$ cat src/rtl/wdt_pkg.sv
package wdt_pkg;
  localparam int unsigned MAX_UP_TICKS = 1024;

  // Upper codes: 16, 64, 256, 1024 ticks.
  function automatic int unsigned up_ticks(input logic [1:0] code);
    return 32'd16 << (2 * code);
  endfunction

  // Lower codes: 0 (timeout mode), 1, 4, 16 ticks.
  function automatic int unsigned lo_ticks(input logic [1:0] code);
    if (code == 2'b00) return 32'd0;
    return 32'd1 << (2 * (code - 2'd1));
  endfunction
endpackage

$ cat src/rtl/wdt_prescaler.sv
module wdt_prescaler #(
  parameter int unsigned DIV = 1024
) (
  input  logic clk,
  input  logic rst_n,
  input  logic clr,
  output logic tick
);
  localparam int unsigned DW = (DIV > 1) ? $clog2(DIV) : 1;
  localparam logic [DW-1:0] LAST = DW'(DIV - 1);

  logic [DW-1:0] phase;

  assign tick = !clr && (phase == LAST);

  always_ff @(posedge clk or negedge rst_n) begin
    if (!rst_n)            phase <= '0;
    else if (clr)          phase <= '0;
    else if (phase == LAST) phase <= '0;
    else                   phase <= phase + 1'b1;
  end
endmodule

$ cat src/rtl/wdt_tick_counter.sv
module wdt_tick_counter #(
  parameter int unsigned W = 11
) (
  input  logic         clk,
  input  logic         rst_n,
  input  logic         clr,
  input  logic         tick,
  output logic [W-1:0] count
);
  always_ff @(posedge clk or negedge rst_n) begin
    if (!rst_n)                    count <= '0;
    else if (clr)                  count <= '0;
    else if (tick && !(&count))    count <= count + 1'b1;
  end
endmodule

$ cat src/rtl/wdt_window_judge.sv
module wdt_window_judge #(
  parameter int unsigned W = 11
) (
  input  logic         enable,
  input  logic [1:0]   up_code,
  input  logic [1:0]   lo_code,
  input  logic         wr_any,
  input  logic         wr_wd,
  input  logic [W-1:0] count,
  output logic         restart,
  output logic         fault_evt
);
  logic [W-1:0] up_lim;
  logic [W-1:0] lo_lim;
  logic         win_mode;
  logic         late;
  logic         early;

  assign up_lim   = W'(wdt_pkg::up_ticks(up_code));
  assign lo_lim   = W'(wdt_pkg::lo_ticks(lo_code));
  assign win_mode = (lo_code != 2'b00);

  assign late  = enable && (count >= up_lim);
  assign early = enable && win_mode && wr_wd && (count < lo_lim);

  assign fault_evt = late || early;
  assign restart   = enable && (win_mode ? wr_wd : wr_any);
endmodule

$ cat src/rtl/wdt_fault_hold.sv
module wdt_fault_hold (
  input  logic clk,
  input  logic rst_n,
  input  logic soft_rst,
  input  logic enable,
  input  logic fault_evt,
  input  logic status_rd,
  output logic cond,
  output logic sticky
);
  always_ff @(posedge clk or negedge rst_n) begin
    if (!rst_n) begin
      cond   <= 1'b0;
      sticky <= 1'b0;
    end else if (soft_rst) begin
      cond   <= 1'b0;
      sticky <= 1'b0;
    end else begin
      if (!enable)        cond <= 1'b0;
      else if (fault_evt) cond <= 1'b1;

      if (fault_evt)                sticky <= 1'b1;
      else if (status_rd && !cond)  sticky <= 1'b0;
    end
  end
endmodule

$ cat src/rtl/comm_watchdog.sv
module comm_watchdog #(
  parameter int unsigned TICK_DIV = 1024
) (
  input  logic       clk,
  input  logic       rst_n,
  input  logic       soft_rst,
  input  logic       wd_enable,
  input  logic [1:0] up_code,
  input  logic [1:0] lo_code,
  input  logic       wr_strobe_a,
  input  logic       wr_strobe_b,
  input  logic       wr_is_wdreg,
  input  logic       status_rd,
  output logic       alarm_n,
  output logic       fault_sticky
);
  localparam int unsigned CNT_W = $clog2(wdt_pkg::MAX_UP_TICKS) + 1;

  logic             wr_any;
  logic             wr_wd;
  logic             restart;
  logic             fault_evt;
  logic             hold_clr;
  logic             tick;
  logic [CNT_W-1:0] count;
  logic             cond;

  assign wr_any   = wr_strobe_a || wr_strobe_b;
  assign wr_wd    = wr_any && wr_is_wdreg;
  assign hold_clr = !wd_enable || soft_rst || restart;

  wdt_prescaler #(.DIV(TICK_DIV)) u_pre (
    .clk  (clk),
    .rst_n(rst_n),
    .clr  (hold_clr),
    .tick (tick)
  );

  wdt_tick_counter #(.W(CNT_W)) u_cnt (
    .clk  (clk),
    .rst_n(rst_n),
    .clr  (hold_clr),
    .tick (tick),
    .count(count)
  );

  wdt_window_judge #(.W(CNT_W)) u_judge (
    .enable   (wd_enable && !soft_rst),
    .up_code  (up_code),
    .lo_code  (lo_code),
    .wr_any   (wr_any),
    .wr_wd    (wr_wd),
    .count    (count),
    .restart  (restart),
    .fault_evt(fault_evt)
  );

  wdt_fault_hold u_hold (
    .clk      (clk),
    .rst_n    (rst_n),
    .soft_rst (soft_rst),
    .enable   (wd_enable),
    .fault_evt(fault_evt),
    .status_rd(status_rd),
    .cond     (cond),
    .sticky   (fault_sticky)
  );

  assign alarm_n = !cond;
endmodule

$ cat config.mk
export PLATFORM = sky130hd
export DESIGN_NAME = comm_watchdog
export DESIGN_NICKNAME = d
export VERILOG_FILES = /design/src/rtl/wdt_pkg.sv /design/src/rtl/wdt_prescaler.sv /design/src/rtl/wdt_tick_counter.sv /design/src/rtl/wdt_window_judge.sv /design/src/rtl/wdt_fault_hold.sv /design/src/rtl/comm_watchdog.sv
export SDC_FILE = /design/constraint.sdc
export NUM_CORES = 1
export LEC_CHECK = 0
export BUFFER_PORTS_ARGS = -buffer_cell sky130_fd_sc_hd__buf_4
export CORE_MARGIN = 5
export CORE_UTILIZATION = 35
export DETAILED_ROUTE_END_ITERATION = 10
export PLACE_DENSITY = 0.57
export SYNTH_ARGS = -nofsm -noshare
export SYNTH_HDL_FRONTEND = slang
export SYNTH_HIERARCHICAL = 1
export SYNTH_SLANG_ARGS = --single-unit
$ cat constraint.sdc
create_clock -name clk -period 2.2 [get_ports clk]
set_input_delay 0.44 -clock clk [delete_from_list [all_inputs] [get_ports clk]]
set_output_delay 0.44 -clock clk [all_outputs]
set_load 0.02 [all_outputs]
======== Word-level counts from Yosys, hierarchy flattened ========
Cells that the tools add are included.
storage, ports and cells
  output and inout port bits .............. 2
  bits in registers ....................... 23
  word-level logic and storage cells ...... 50
cells by class
  shift-type cells ........................ 2
  equality and inequality tests ........... 2
  reductions and logical operators ........ 24
  magnitude comparators ................... 2
  mux-type cells .......................... 13
  add/subtract/negate cells ............... 3
operator list
  cell                                                    count
  two-way mux 11 bit                                      3
  << shifter 1 x 32 -> 11 bit (first input constant)      1
  two-way mux 10 bit                                      2
  adder 11 x 1 -> 11 bit (second input constant)          1
  greater-or-equal comparator 11 bit                      1
  < comparator 11 bit                                     1
  AND reduction 11 bit                                    1
  << shifter 5 x 3 -> 11 bit (first input constant)       1
  adder 10 x 1 -> 10 bit (second input constant)          1
  equality test 10 bit (second input constant)            1
  logical AND 1 bit                                       10
  two-way mux 1 bit                                       8
  logical NOT 1 bit                                       5
  logical OR 1 bit                                        4
  nonzero test 2 bit                                      2
  inequality test 3 x 2 -> 1 bit (second input constant)  1
  nonzero test 3 bit                                      1
  subtractor 2 x 1 -> 3 bit (second input constant)       1
  logical NOT 2 bit                                       1

======== Depth between registers and ports, before layout ========
  depth in word-level cells ............... 10
  gate-level depth with buffers ........... 9
  mapped depth without buffers ............ 9

======== Hierarchy ========
The synthesis kept the hierarchy.
modules (own cells, without submodules)
  module            sequential area each (µm²)  area an instance (µm²)  cells each  times used
  wdt_tick_counter  275.3                       590.6                   62          1
  wdt_prescaler     250.2                       491.7                   50          1
  wdt_window_judge  0.0                         217.7                   29          1
  wdt_fault_hold    50.0                        77.6                    7           1
  comm_watchdog     0.0                         35.0                    5           1

======== Least setup slack after synthesis ========
Ideal clock, no wire load.
  path type ............................... input -> register
  start ................................... input wr_strobe_b
  end ..................................... register u_cnt.count[4]
  library setup time ...................... 0.078 ns
  setup slack ............................. -0.137 ns
  data required time ...................... 2.122 ns
  arrival time ............................ 2.259 ns
  stages .................................. 9
  path buffers ............................ 1
  cells stage by stage .................... or2_2 nand2_1 a21oi_1 or3b_1 nor2_1 o41ai_4 buf_6 or3_1 a21oi_1
between the ends
  cells in the longest elaborated chain, start to end .. 9
  elaborated cells between the ends (all ways) .. 10
  classes of those cells .................. 2 x mux; 8 x reduce/logical
ends and longest elaborated chain
  what                                   line                    text
  start: declaration                     comm_watchdog.sv:11     input logic wr_strobe_b,
  logical OR 1 bit *                     comm_watchdog.sv:28     assign wr_any = wr_strobe_a || wr_strobe_b;
  logical AND 1 bit                      comm_watchdog.sv:29     assign wr_wd = wr_any && wr_is_wdreg;
  two-way mux 1 bit *                    wdt_window_judge.sv:27  assign restart = enable && (win_mode ? wr_wd : wr_any);
  logical AND 1 bit *                    wdt_window_judge.sv:27
  net restart                            comm_watchdog.sv:21     logic restart;
  logical OR 1 bit *                     comm_watchdog.sv:30     assign hold_clr = !wd_enable || soft_rst || restart;
  net hold_clr                           comm_watchdog.sv:23     logic hold_clr;
  logical NOT 1 bit *                    wdt_prescaler.sv:14     assign tick = !clr && (phase == LAST);
  logical AND 1 bit *                    wdt_prescaler.sv:14
  net tick                               comm_watchdog.sv:24     logic tick;
  logical AND 1 bit *                    wdt_tick_counter.sv:13  else if (tick && !(&count)) count <= count + 1'b1;
  nonzero test 2 bit (no source line) *  -
  end signal: assignment                 wdt_tick_counter.sv:13
  end: declaration                       wdt_tick_counter.sv:8   output logic [W-1:0] count
Mark *: on every way through the listed nets, which the timed path passes. The rest lies on a longest branch.
A chain may end at the register's enable or synchronous reset.

======== Final worst setup path ========
  start ................................... input wr_strobe_b
  end ..................................... register u_cnt.count[8]
between the ends
  cells in the longest elaborated chain, start to end .. 9
  elaborated cells between the ends (all ways) .. 10
  classes of those cells .................. 2 x mux; 8 x reduce/logical
ends and longest elaborated chain
  what                                   line                    text
  logical OR 1 bit *                     comm_watchdog.sv:28
  net wr_any                             comm_watchdog.sv:19     logic wr_any;
  logical AND 1 bit                      comm_watchdog.sv:29
  two-way mux 1 bit *                    wdt_window_judge.sv:27
  logical AND 1 bit *                    wdt_window_judge.sv:27
  net restart                            comm_watchdog.sv:21
  logical OR 1 bit *                     comm_watchdog.sv:30
  net hold_clr                           comm_watchdog.sv:23
  logical NOT 1 bit *                    wdt_prescaler.sv:14
  logical AND 1 bit *                    wdt_prescaler.sv:14
  net tick                               comm_watchdog.sv:24
  logical AND 1 bit *                    wdt_tick_counter.sv:13
  nonzero test 2 bit (no source line) *  -
Marks and branches as above.

==> impl_metrics.toml <==
[finish]
area.sequential_um2 = 576
finish.net_count = 196
num_antenna_cells = 0
area_delta_synth_final_pct = 17.6
multi_input_comb_area_um2 = 808
fillerInstances = 400
most-common-layout-cells = "sky130_fd_sc_hd__dfrtp_1 (23), sky130_fd_sc_hd__buf_4 (20), sky130_fd_sc_hd__nor2_1 (15)"
layout.cells.most_common = "sky130_fd_sc_hd__dfrtp_1"
layout-drive-gt1-share = 0.200

[clock_network]
clock_tree.buffer_depth = 2
cts_made_buffers = 3
insertion_delay_to_the_later_sink_of_the_worst_skew_pair_ns = 0.26
clkSlewWorstSetupHoldPaths_ns = 0.08
cts_tree = "yes"
holdBufCountCts = 0
post_cts_resized = 0
number_of_h_tree_levels = 1
post_cts_buffers = 0
clockRootBuffer = "sky130_fd_sc_hd__clkbuf_8"
clkSinkCount = 23

[pwr]
clock_power_share = 0.340
worst_ir_drop_vdd_v = 0.000209
power_report.internal_total_uw = 586
power.density_mw_per_mm2 = 456
p_comb_frac = 0.096
power_switching_uw = 172
sequentialPowerShare = 0.564
overall_power_after_layout_uw = 758
netSwitchingFraction = 0.227
power.static_leakage_nw = 0.690

[yosys]
synthesis.instances = 153
synth_nets = 173
per_instance_average_area_after_synthesis_um2 = 9.23
ys_warn_count = 6
netlist_area_mm2 = 0.00141
yosys_reg_bits = 23
synth-seq-area-share = 0.407
synth_cell_type_count = 41

[sta]
max_freq_mhz = 501
timing.final.hold_violations = 0
clock-skew-final_ns = 0.00216
finalCriticalPeriod_ns = 1.99
totalNegativeSetupSlack_ns = 0
actual_slew_at_the_worst_max_slew_pin_ns = 0.415
relSlewSlack = 0.722
final.period_utilization = 0.907
setup_ws_ns = 0.205
rsz0062_at_grt = "false"
maxSlewViolCount = 0
setup-violations-final = 0

[routing]
detail_route.drc_violations = 0
totalWireLength_um = 3020
route.antenna.remaining_nets = 0
routedWlPerCell_um = 13.4
vias = 1253
drtPass1Iterations = 4
viasPerCell = 5.57
drt_first_iter_violations = 22

[worst_setup_path]
timing_worst_setup_path_type = "in2reg"
worst_ep_required_time_ns = 2.39
data_arrival_time_of_the_critical_path_ns = 2.18
critPathLaunchType = "primary input"
worst_setup_path_end_kind = "register"
critPathMaxFanout = 3

[hold_path]
holdCritPathClass = "in2async"

[run_status]
status = "complete, no violations"

[global_route]
grt_pass1_vias = 1268
grt_max_degree = 24
grt_antenna_before_repair = 0
grt_first_pass_wirelength_um = 5350
overall_track_demand_over_capacity_in_global_routing = 0.124
globalRouteOverflowTotal = 0

[floorplanning]
chipWidth_um = 73.5
start_util = 0.358
die-height_um = 73.5
fp.coreArea_mm2 = 0.00394
rows = 23
num_ports = 14
die_area_mm2 = 0.00541

[placed_design]
portBuffers = 13
place_worst_setup_slack_ns = -0.0577
gpl.final_weighted_congestion = 0.820
detailed_place_hpwl_um = 2340

[job]
max-cap-violations = 0
-- layout make-up --
type	count	share of cell area
inverter	5	0.0113
multi-input combinational	123	0.486
clock buffer	3	0.0248
tap	50	0.0377
sequential	23	0.346
timing repair buffer	20	0.0904
clock inverter	1	0.00301
-- synthesized netlist by cell type --
cell type	instances	share of area
sky130_fd_sc_hd__nand3_2	1	0.0071
sky130_fd_sc_hd__ha_1	8	0.071
sky130_fd_sc_hd__nand3_1	11	0.039
sky130_fd_sc_hd__nand4_1	3	0.013
sky130_fd_sc_hd__o21ai_0	5	0.018
sky130_fd_sc_hd__a31oi_1	3	0.013
sky130_fd_sc_hd__o21ai_1	5	0.018
sky130_fd_sc_hd__mux2i_1	1	0.0071
sky130_fd_sc_hd__a41oi_1	1	0.0062
sky130_fd_sc_hd__a31o_2	1	0.0062
sky130_fd_sc_hd__or2_2	1	0.0044
sky130_fd_sc_hd__nor3b_1	2	0.011
sky130_fd_sc_hd__or2_1	1	0.0044
sky130_fd_sc_hd__xnor2_1	1	0.0062
sky130_fd_sc_hd__nor2_1	16	0.043
sky130_fd_sc_hd__nor3_1	1	0.0035
sky130_fd_sc_hd__or3b_1	1	0.0062
sky130_fd_sc_hd__or3_1	9	0.040
sky130_fd_sc_hd__o211ai_1	1	0.0053
sky130_fd_sc_hd__clkbuf_1	1	0.0027
sky130_fd_sc_hd__nand4_2	1	0.0089
sky130_fd_sc_hd__and2_1	1	0.0044
sky130_fd_sc_hd__and4_1	1	0.0062
sky130_fd_sc_hd__buf_6	1	0.0080
sky130_fd_sc_hd__inv_1	5	0.013
sky130_fd_sc_hd__and2b_2	1	0.0062
sky130_fd_sc_hd__a211oi_1	2	0.011
sky130_fd_sc_hd__or3_2	1	0.0053
sky130_fd_sc_hd__o31ai_1	3	0.016
sky130_fd_sc_hd__or4b_1	1	0.0071
sky130_fd_sc_hd__dfrtp_1	23	0.41
sky130_fd_sc_hd__or4_1	3	0.016
sky130_fd_sc_hd__and3_1	4	0.018
sky130_fd_sc_hd__o41ai_4	1	0.019
sky130_fd_sc_hd__o21a_1	2	0.011
sky130_fd_sc_hd__xor2_1	3	0.019
sky130_fd_sc_hd__nor4b_2	1	0.011
sky130_fd_sc_hd__nand2b_1	3	0.013
sky130_fd_sc_hd__a21oi_1	12	0.043
sky130_fd_sc_hd__and4_2	1	0.0071
sky130_fd_sc_hd__nand2_1	10	0.027
-- flip-flops by register name (all words and copies together), names as in the netlist --
register,cells
u_pre/phase,10
u_cnt/count,11
u_hold/sticky,1
u_hold/cond,1
-- stage by stage --
stage / std cells / util / instance area [um2] / hold slack [ns]
floorplan: 153 / - / 1420 / 0.144
global route: 225 / 0.421 / 1660 / 0.0779
CTS: 225 / 0.421 / 1660 / 0.0711
detailed placement: 221 / 0.410 / 1620 / 0.356
finish: 225 / 0.421 / 1660 / 0.0608
global placement: 221 / 0.410 / 1620 / 0.350
-- worst paths after layout --
path	from	to	slack [ns]	cells after the start
worst max-delay path	wr_strobe_b	u_cnt/count[8]	0.21	10
worst min-delay path	rst_n	u_cnt/count[3]	0.06	1
worst max register to register	u_pre/phase[0]	u_cnt/count[8]	0.25	8
worst min register to register	u_pre/phase[0]	u_pre/phase[0]	0.49	1
max in group asynchronous	rst_n	u_pre/phase[6]	1.91	1
min in group clk	soft_rst	u_hold/cond	0.45	3
-- power by group through the flow --
stage	combinational, mW	sequential, mW	clock [mW]
after global placement	0.0709	0.436	0
after detailed placement	0.0739	0.436	0
after global routing	0.0821	0.428	0.287
after floorplan	0.0327	0.436	0
final	0.0730	0.427	0.258
after CTS	0.0742	0.427	0.271
-- critical path, cell delays in order --
cell and delay (ns):
sky130_fd_sc_hd__buf_4 0.11, sky130_fd_sc_hd__or2_2 0.29, sky130_fd_sc_hd__nand2_1 0.06, sky130_fd_sc_hd__a21oi_1 0.05, sky130_fd_sc_hd__or3b_4 0.38, sky130_fd_sc_hd__nor2_2 0.10, sky130_fd_sc_hd__and3_1 0.20, sky130_fd_sc_hd__nand2_1 0.09
sky130_fd_sc_hd__or3_1 0.31, sky130_fd_sc_hd__a21oi_1 0.14
-- cells by family (layout without fill, tap and decap cells) --
logic type	Yosys count	count (layout)	synth area share
AOI/OAI and AO/OA	36	36	0.166
muxes	1	1	0.00709
buffers and inverters	7	29	0.0239
xor gates and xnor gates	4	4	0.0248
and+or+nand+nor	74	74	0.300
DFF	23	23	0.407
adders and majority gates	8	8	0.0709
-- per-layer routing --
layer,global-route usage,wire (um),vias up,share of wire
met5,0,0,-,0
met1,0.149,1380,621,0.46
li1,-,-,619,-
met4,0.0241,17,0,0.0056
met3,0.0192,108,2,0.036
met2,0.230,1520,11,0.50
Power figures use the tool's default switching activity.
